### src/rtl/rx_status_pkg.sv
package rx_status_pkg;

    // Bit positions inside the status byte; the CPU decodes these.
    localparam int unsigned ST_TX_EMPTY = 7;
    localparam int unsigned ST_TX_DONE  = 6;
    localparam int unsigned ST_FULL     = 5;
    localparam int unsigned ST_IDLE     = 4;
    localparam int unsigned ST_OVR      = 3;
    localparam int unsigned ST_NOISE    = 2;
    localparam int unsigned ST_FRAME    = 1;
    localparam int unsigned ST_PARITY   = 0;
    localparam int unsigned ST_W        = 8;

    typedef struct packed {
        logic full;
        logic idle;
        logic ovr;
    } rx_flags_t;

endpackage

### src/rtl/rx_idle_detect.sv
module rx_idle_detect #(
    parameter int unsigned IDLE_LEN = 10
) (
    input  logic clk,
    input  logic rst_n,
    input  logic rx_en,
    input  logic bit_tick,
    input  logic line_bit,
    input  logic char_seen,
    input  logic char_valid,
    output logic idle_hit
);
    localparam int unsigned CW = $clog2(IDLE_LEN + 1);
    localparam logic [CW-1:0] LAST = CW'(IDLE_LEN - 1);
    localparam logic [CW-1:0] SAT  = CW'(IDLE_LEN);

    typedef struct packed {
        logic [CW-1:0] cnt;
        logic          armed;
    } idle_st_t;

    idle_st_t s_d, s_q;
    logic     hit;

    always_comb begin
        hit = rx_en && s_q.armed && bit_tick && line_bit && !char_seen
              && (s_q.cnt == LAST);
        s_d = s_q;
        if (!rx_en) begin
            s_d.cnt   = '0;
            s_d.armed = 1'b0;
        end else begin
            if (char_seen) begin
                s_d.cnt = '0;
            end else if (bit_tick) begin
                if (!line_bit) begin
                    s_d.cnt = '0;
                end else if (s_q.cnt != SAT) begin
                    s_d.cnt = s_q.cnt + 1'b1;
                end
            end
            if (char_valid) begin
                s_d.armed = 1'b1;
            end else if (hit) begin
                s_d.armed = 1'b0;
            end
        end
    end

    always_ff @(posedge clk or negedge rst_n) begin
        if (!rst_n) begin
            s_q <= '0;
        end else begin
            s_q <= s_d;
        end
    end

    assign idle_hit = hit;

endmodule

### src/rtl/rx_flag_ctrl.sv
module rx_flag_ctrl
    import rx_status_pkg::*;
(
    input  logic      clk,
    input  logic      rst_n,
    input  logic      char_ok,
    input  logic      stat_rd,
    input  logic      data_rd,
    input  logic      idle_hit,
    output logic      load,
    output rx_flags_t flags
);
    typedef struct packed {
        rx_flags_t flag;
        rx_flags_t seen;
    } fl_st_t;

    fl_st_t    s_d, s_q;
    rx_flags_t clr;
    logic      set_full;
    logic      set_ovr;

    always_comb begin
        set_full = char_ok && !s_q.flag.full;
        set_ovr  = char_ok &&  s_q.flag.full;
        clr.full = data_rd && s_q.seen.full;
        clr.idle = data_rd && s_q.seen.idle;
        clr.ovr  = data_rd && s_q.seen.ovr;

        s_d = s_q;
        s_d.flag.full = set_full || (s_q.flag.full && !clr.full);
        s_d.flag.ovr  = set_ovr  || (s_q.flag.ovr  && !clr.ovr);
        s_d.flag.idle = idle_hit || (s_q.flag.idle && !clr.idle);

        if (stat_rd) begin
            s_d.seen = s_q.flag;
        end else if (data_rd) begin
            s_d.seen = '0;
        end
    end

    always_ff @(posedge clk or negedge rst_n) begin
        if (!rst_n) begin
            s_q <= '0;
        end else begin
            s_q <= s_d;
        end
    end

    assign load  = set_full;
    assign flags = s_q.flag;

endmodule

### src/rtl/rx_data_hold.sv
module rx_data_hold #(
    parameter int unsigned DATA_W = 8
) (
    input  logic              clk,
    input  logic              rst_n,
    input  logic              load,
    input  logic [DATA_W-1:0] din,
    output logic [DATA_W-1:0] dout
);
    logic [DATA_W-1:0] data_d, data_q;

    always_comb begin
        data_d = data_q;
        if (load) begin
            data_d = din;
        end
    end

    always_ff @(posedge clk or negedge rst_n) begin
        if (!rst_n) begin
            data_q <= '0;
        end else begin
            data_q <= data_d;
        end
    end

    assign dout = data_q;

endmodule

### src/rtl/rx_status_flags.sv
module rx_status_flags
    import rx_status_pkg::*;
#(
    parameter int unsigned DATA_W   = 8,
    parameter int unsigned IDLE_LEN = 10
) (
    input  logic              clk,
    input  logic              rst_n,
    input  logic              rx_en,
    input  logic              char_done,
    input  logic [DATA_W-1:0] char_data,
    input  logic              bit_tick,
    input  logic              line_bit,
    input  logic              stat_rd,
    input  logic              data_rd,
    input  logic              rx_ie,
    input  logic              idle_ie,
    input  logic              ovr_ie,
    input  logic              tx_empty_in,
    input  logic              tx_done_in,
    input  logic              noise_in,
    input  logic              frame_err_in,
    input  logic              parity_err_in,
    output logic [DATA_W-1:0] data_out,
    output logic [ST_W-1:0]   status,
    output logic              rx_irq,
    output logic              err_irq
);
    logic      char_ok;
    logic      load;
    logic      idle_hit;
    rx_flags_t flags;

    assign char_ok = char_done && rx_en;

    rx_idle_detect #(.IDLE_LEN(IDLE_LEN)) u_idle (
        .clk        (clk),
        .rst_n      (rst_n),
        .rx_en      (rx_en),
        .bit_tick   (bit_tick),
        .line_bit   (line_bit),
        .char_seen  (char_ok),
        .char_valid (load),
        .idle_hit   (idle_hit)
    );

    rx_flag_ctrl u_flags (
        .clk      (clk),
        .rst_n    (rst_n),
        .char_ok  (char_ok),
        .stat_rd  (stat_rd),
        .data_rd  (data_rd),
        .idle_hit (idle_hit),
        .load     (load),
        .flags    (flags)
    );

    rx_data_hold #(.DATA_W(DATA_W)) u_data (
        .clk   (clk),
        .rst_n (rst_n),
        .load  (load),
        .din   (char_data),
        .dout  (data_out)
    );

    always_comb begin
        status              = '0;
        status[ST_TX_EMPTY] = tx_empty_in;
        status[ST_TX_DONE]  = tx_done_in;
        status[ST_FULL]     = flags.full;
        status[ST_IDLE]     = flags.idle;
        status[ST_OVR]      = flags.ovr;
        status[ST_NOISE]    = noise_in;
        status[ST_FRAME]    = frame_err_in;
        status[ST_PARITY]   = parity_err_in;
        rx_irq  = flags.full && rx_ie;
        err_irq = (flags.idle && idle_ie) || (flags.ovr && ovr_ie);
    end

endmodule

### config.mk
export PLATFORM = sky130hd
export DESIGN_NAME = rx_status_flags
export DESIGN_NICKNAME = d
export VERILOG_FILES = /design/src/rtl/rx_status_pkg.sv /design/src/rtl/rx_idle_detect.sv /design/src/rtl/rx_flag_ctrl.sv /design/src/rtl/rx_data_hold.sv /design/src/rtl/rx_status_flags.sv
export SDC_FILE = /design/constraint.sdc
export NUM_CORES = 1
export LEC_CHECK = 0
export BUFFER_PORTS_ARGS = -buffer_cell sky130_fd_sc_hd__buf_4
export CAP_MARGIN = 30
export CORE_MARGIN = 10
export CORE_UTILIZATION = 48
export CTS_BUF_LIST = sky130_fd_sc_hd__clkbuf_8
export CTS_CLUSTER_DIAMETER = 80
export DETAILED_ROUTE_END_ITERATION = 6
export PLACE_DENSITY = 0.81
export SLEW_MARGIN = 20
export SYNTH_ARGS = -nofsm -noshare
export SYNTH_HDL_FRONTEND = slang
export SYNTH_SLANG_ARGS = --single-unit
### constraint.sdc
create_clock -name clk -period 1.5 [get_ports clk]
set_input_delay 0.375 -clock clk [delete_from_list [all_inputs] [get_ports clk]]
set_output_delay 0.375 -clock clk [all_outputs]
set_load 0.02 [all_outputs]
Word-level counts from Yosys, hierarchy flattened
Cells that the tools add are included.
- output and inout bits: 18
- register bits: 19
- mux-type cells: 9
- reduce and logical (&&, ||, !) cells: 28
- equality and inequality tests: 5
- add/subtract/negate cells: 1
- operators by type and width (cell ; number):
    logical AND 1 bit ; 17
    two-way mux 4 bit ; 4
    two-way mux 3 bit ; 2
    inequality test 3 x 1 -> 1 bit, second input constant ; 2
    logical NOT 1 bit ; 5
    two-way mux 5 bit ; 1
    adder 4 x 1 -> 4 bit, second input constant ; 1
    == test 4 bit, second input constant ; 1
    logical OR 1 bit ; 4
    inequality test 4 x 2 -> 1 bit, second input constant ; 1
    inequality test 4 bit, second input constant ; 1
    two-way mux 1 bit ; 2
    AND reduction 2 bit ; 1
    nonzero test 2 bit ; 1

Logic depth before layout (Yosys ltp)
- word-level depth: 8
- gate-level depth with buffers: 5
- depth with buffers taken out: 5

By module
Synthesis repeated with hierarchy kept, for this count alone.
- cells, all modules: 86
- area, all modules: 983.4 µm²
- modules (own cells, without submodules) (module ; instances ; seq. area each (µm²) ; area an instance (µm²) ; cells each):
    rx_idle_detect ; 1 ; 125.1 ; 344.1 ; 39
    rx_data_hold ; 1 ; 200.2 ; 331.6 ; 17
    rx_flag_ctrl ; 1 ; 150.1 ; 249.0 ; 22
    rx_status_flags ; 1 ; 0.0 ; 58.8 ; 8

Worst setup path before layout
Ideal clock, no wire load.
- path kind: reg2reg
- start point: register u_idle.s_q[1] (netlist bit)
- end point: register u_idle.s_q[2] (netlist bit)
- period minus slack after synthesis: 1.224 ns
- setup slack: 0.276 ns
- required time: 1.390 ns
- data arrival time: 1.114 ns
- library setup time: 0.110 ns
- stages on the path, launching flop included: 6
- cell sequence: dfrtp_1 -> inv_1 -> ha_1 -> nand4b_1 -> a211o_1 -> o41ai_1
- cells in the longest elaborated chain, start to end: 6
- elaborated cells on any way between the ends: 9
- RTL lines (what ; RTL line ; text):
    from (decl) ; rx_idle_detect.sv:22 ; idle_st_t s_d, s_q;
    from (signal assigned) ; rx_idle_detect.sv:52 ; s_q <= '0;
    from (signal assigned) ; rx_idle_detect.sv:54 ; s_q <= s_d;
    adder 4 x 1 -> 4 bit ; rx_idle_detect.sv:39 ; s_d.cnt = s_q.cnt + 1'b1;
    two-way mux 4 bit ; rx_idle_detect.sv:38 ; end else if (s_q.cnt != SAT) begin
    two-way mux 4 bit ; rx_idle_detect.sv:36 ; if (!line_bit) begin
    two-way mux 4 bit ; rx_idle_detect.sv:35 ; end else if (bit_tick) begin
    two-way mux 4 bit ; rx_idle_detect.sv:33 ; if (char_seen) begin
    two-way mux 5 bit ; rx_idle_detect.sv:29 ; if (!rx_en) begin
Parallel ways exist; a longest one is shown, timed or not. The select of a mux whose other input is x is not followed.
A chain may end at the register's enable or synchronous reset.

Worst setup path in the final report
- start point: register u_flags.s_q (netlist bit u_flags.flags[1])
- end point: output port err_irq
- cells in the longest elaborated chain, start to end: 2
- RTL lines (what ; RTL line ; text):
    from (decl) ; rx_flag_ctrl.sv:18 ; fl_st_t s_d, s_q;
    from (signal assigned) ; rx_flag_ctrl.sv:44 ; s_q <= '0;
    from (signal assigned) ; rx_flag_ctrl.sv:46 ; s_q <= s_d;
    logical AND 1 bit ; rx_status_flags.sv:77 ; err_irq = (flags.idle && idle_ie) || (flags.ovr && ovr_ie);
    logical OR 1 bit ; rx_status_flags.sv:77 ;
    to (decl) ; rx_status_flags.sv:27 ; output logic err_irq
Every way passes these cells.

==> results.py <==
metrics = {
    "hold_path": {
        "hold_path_class": "in2reg",
        "hold_start": "char_data[0]",
    },
    "logic_synthesis": {
        "synth_top_cell_by_area": "dfrtp_1",
        "async_flop_share": 1.00,
        "synth-seq-area-share": 0.511,
        "yosys.area.top_type_share": 0.511,
        "avgSynthCellArea_sq_um": 11.5,
        "synth_edf_count": 0,
        "ys_ff_latch": 19,
        "synthFlopType": "dfrtp_1",
        "syn_nets": 108,
        "synthTopCellsByCount": "19 x dfrtp_1, 8 x buf_4, 8 x mux2_2, 8 x nand2_1, 6 x inv_1",
        "synthesis.area_sq_um": 931,
        "synth.most_common_cell": "dfrtp_1",
        "synth_area_leaders": "dfrtp_1 51%, mux2_2 9.7%, buf_4 6.5%, ha_1 4.0%, a22o_1 3.8%",
        "ys_warn_count": 0,
        "syn_inst": 81,
        "yosysUniqueCellTypes": 27,
    },
    "power_and_ir_drop": {
        "max-vdd-ir-drop_uv": 1140,
        "p_leak_uw": 0.000573,
        "powerDensity_mw_per_mm2": 1570,
        "power.total_uw": 1870,
    },
    "timing": {
        "timing.fmax_mhz": 709,
        "worst_pin_slew_ps": 304,
        "min_period_ps": 1410,
        "fin_crit_sh": 0.940,
        "fin_setup_tns_ps": 0,
        "fin_skew_ps": 2.28,
        "hold_violations": 0,
        "drv_slew": 0,
        "setup_viol": 0,
        "relSlewSlack": 0.797,
        "rsz0062_at_grt": "no",
    },
    "worst_setup_path": {
        "critPathBufInv": 1,
        "max_stage_delay_ps": 410,
        "critPathKind": "reg2out",
        "cp_top_family": "flip-flops",
        "cp_cell_sequence": "a22o_1, buf_4",
        "cp_data_arrival_time_ps": 1030,
        "path_max_fanout": 4,
        "cp_data_required_time_ps": 1120,
        "slowest_stage": "dfrtp_1",
        "crit_start": "u_flags.flags[1]",
        "cp-end-kind": "output pin",
        "reg2reg_from": "u_idle.s_q[1]",
        "cp-start-kind": "register",
    },
    "clocking": {
        "h-tree-depth": 1,
        "cts.sinks": 19,
        "cts_buffer_depth": 2,
        "path_clk_slew_ps": 70,
        "cts_tree": "done",
        "insertion_delay_ps": 250,
        "root_buffer": "clkbuf_8",
        "cts-buffers-inserted": 3,
    },
    "grt": {
        "overflow": 0,
        "grt_pass1_vias": 773,
        "antenna_found_initial": 0,
        "grt_max_degree": 20,
        "track_usage": 0.0999,
        "grt_pass1_wl_um": 3390,
    },
    "placement": {
        "place_area_sq_mm": 0.00113,
        "hpwl_um": 1730,
        "gp_congestion": 0.709,
        "portBuffers": 31,
    },
    "finish": {
        "fin_nets": 137,
        "drive_gt1_frac": 0.413,
        "fill_cells": 137,
        "n_antenna_cell": 0,
        "areaGrowthSynthToFinish_pct": 27.8,
        "postLayoutCellArea_sq_mm": 0.00119,
    },
    "routing": {
        "via_count": 725,
        "drtAntennaViolNets": 0,
        "wl_per_cell_um": 16.1,
        "viasPerCell": 5.41,
        "drt_iter0_markers": 28,
        "drc": 0,
        "routed_wl_um": 2150,
        "drtPass1Iterations": 4,
    },
    "run_status": {
        "outcome": "complete, no violations",
    },
    "floorplanning": {
        "die_area_sq_mm": 0.00410,
        "start_util": 0.522,
        "die_w_um": 64.0,
        "rows": 15,
        "core_area_sq_mm": 0.00178,
        "io_pins": 42,
        "die_h_um": 64.0,
    },
    "job": {
        "cap_violations": 0,
    },
}
## power by group
part,switching [uW],leakage [uW],internal (uW)
Combinational,382,0.000307,363
Clock,162,0.0000269,182
Sequential,106,0.000239,676
Total,650,0.000573,1220
## cell type report
cell class | count | area, sq um | share of cell area
timing repair buffer | 32 | 243 | 0.204
inverter | 6 | 22.5 | 0.0189
clock inverter | 1 | 3.75 | 0.00315
clock buffer | 3 | 41.3 | 0.0347
multi-input combinational | 48 | 373 | 0.313
sequential | 19 | 475 | 0.400
tap | 25 | 31.3 | 0.0263
## sequential cells by signal (all words and copies together), names as in the netlist
name and flops:
u_data.dout 8, u_idle.s_q 5, u_flags.flags 3, u_flags.s_q 3
## cells by family after synthesis
kind of cell | after synthesis | share of synthesized area
compound gates | 17 | 0.148
fa+ha+maj | 3 | 0.0403
buf+inv | 14 | 0.0887
flops | 19 | 0.511
mux | 8 | 0.0968
simple gates | 20 | 0.116
## stage by stage
step / util / instances / hold slack, ps / worst slack (ps)
5_1_grt: 0.667 / 134 / 344 / 31.6
4_1_cts: 0.667 / 134 / 350 / 91.9
3_3_place_gp: 0.636 / 129 / 263 / 231
3_5_place_dp: 0.636 / 129 / 261 / 162
6_report: 0.667 / 134 / 350 / 90.2
2_1_floorplan: - / 81 / 79.4 / 276
## cell usage in the layout, fill, tap and decap left out
cell / n
a2111o_1: 1
a211o_1: 2
a21boi_0: 1
a21o_1: 1
a21oi_1: 1
a22o_1: 4
a31oi_2: 1
a32o_1: 1
and2_1: 1
buf_4: 31
clkbuf_8: 3
dfrtp_1: 19
dlygate4sd3_1: 1
ha_1: 3
inv_1: 7
mux2_2: 8
nand2_1: 8
nand2_2: 1
nand2b_1: 1
nand3_1: 2
nand3_2: 1
nand4b_1: 2
nor2_1: 1
nor2b_1: 1
nor3_1: 1
o21ai_0: 3
o31ai_1: 1
o41ai_1: 1
or3_1: 1
## per-layer routing
layer / share of wire / GRT usage / up-vias
li1: - / - / 334
met1: 0.39 / 0.0971 / 358
met2: 0.52 / 0.185 / 33
met3: 0.092 / 0.0436 / 0
met4: 0 / 0.0301 / 0
met5: 0 / 0 / -
## timing repair
item                      4_1_cts  5_1_grt
hold buffers                    1        0
hold endpoints to repair       19        0
resized for setup               0        0
setup buffers                   0        0
## path summary, 6_finish.rpt
| check | to | slack (ps) | cells past startpoint |
|---|---|---|---|
| max in group asynchronous | u_flags.s_q[2] | 770 | 2 |
| max | err_irq | 90 | 2 |
| min reg2reg | u_flags.s_q[1] | 500 | 1 |
| min | u_data.dout[0] | 350 | 2 |
| min in group asynchronous | u_flags.flags[1] | 530 | 2 |
| max reg2reg | u_idle.s_q[1] | 130 | 5 |
(Power assumes the default switching activity.)
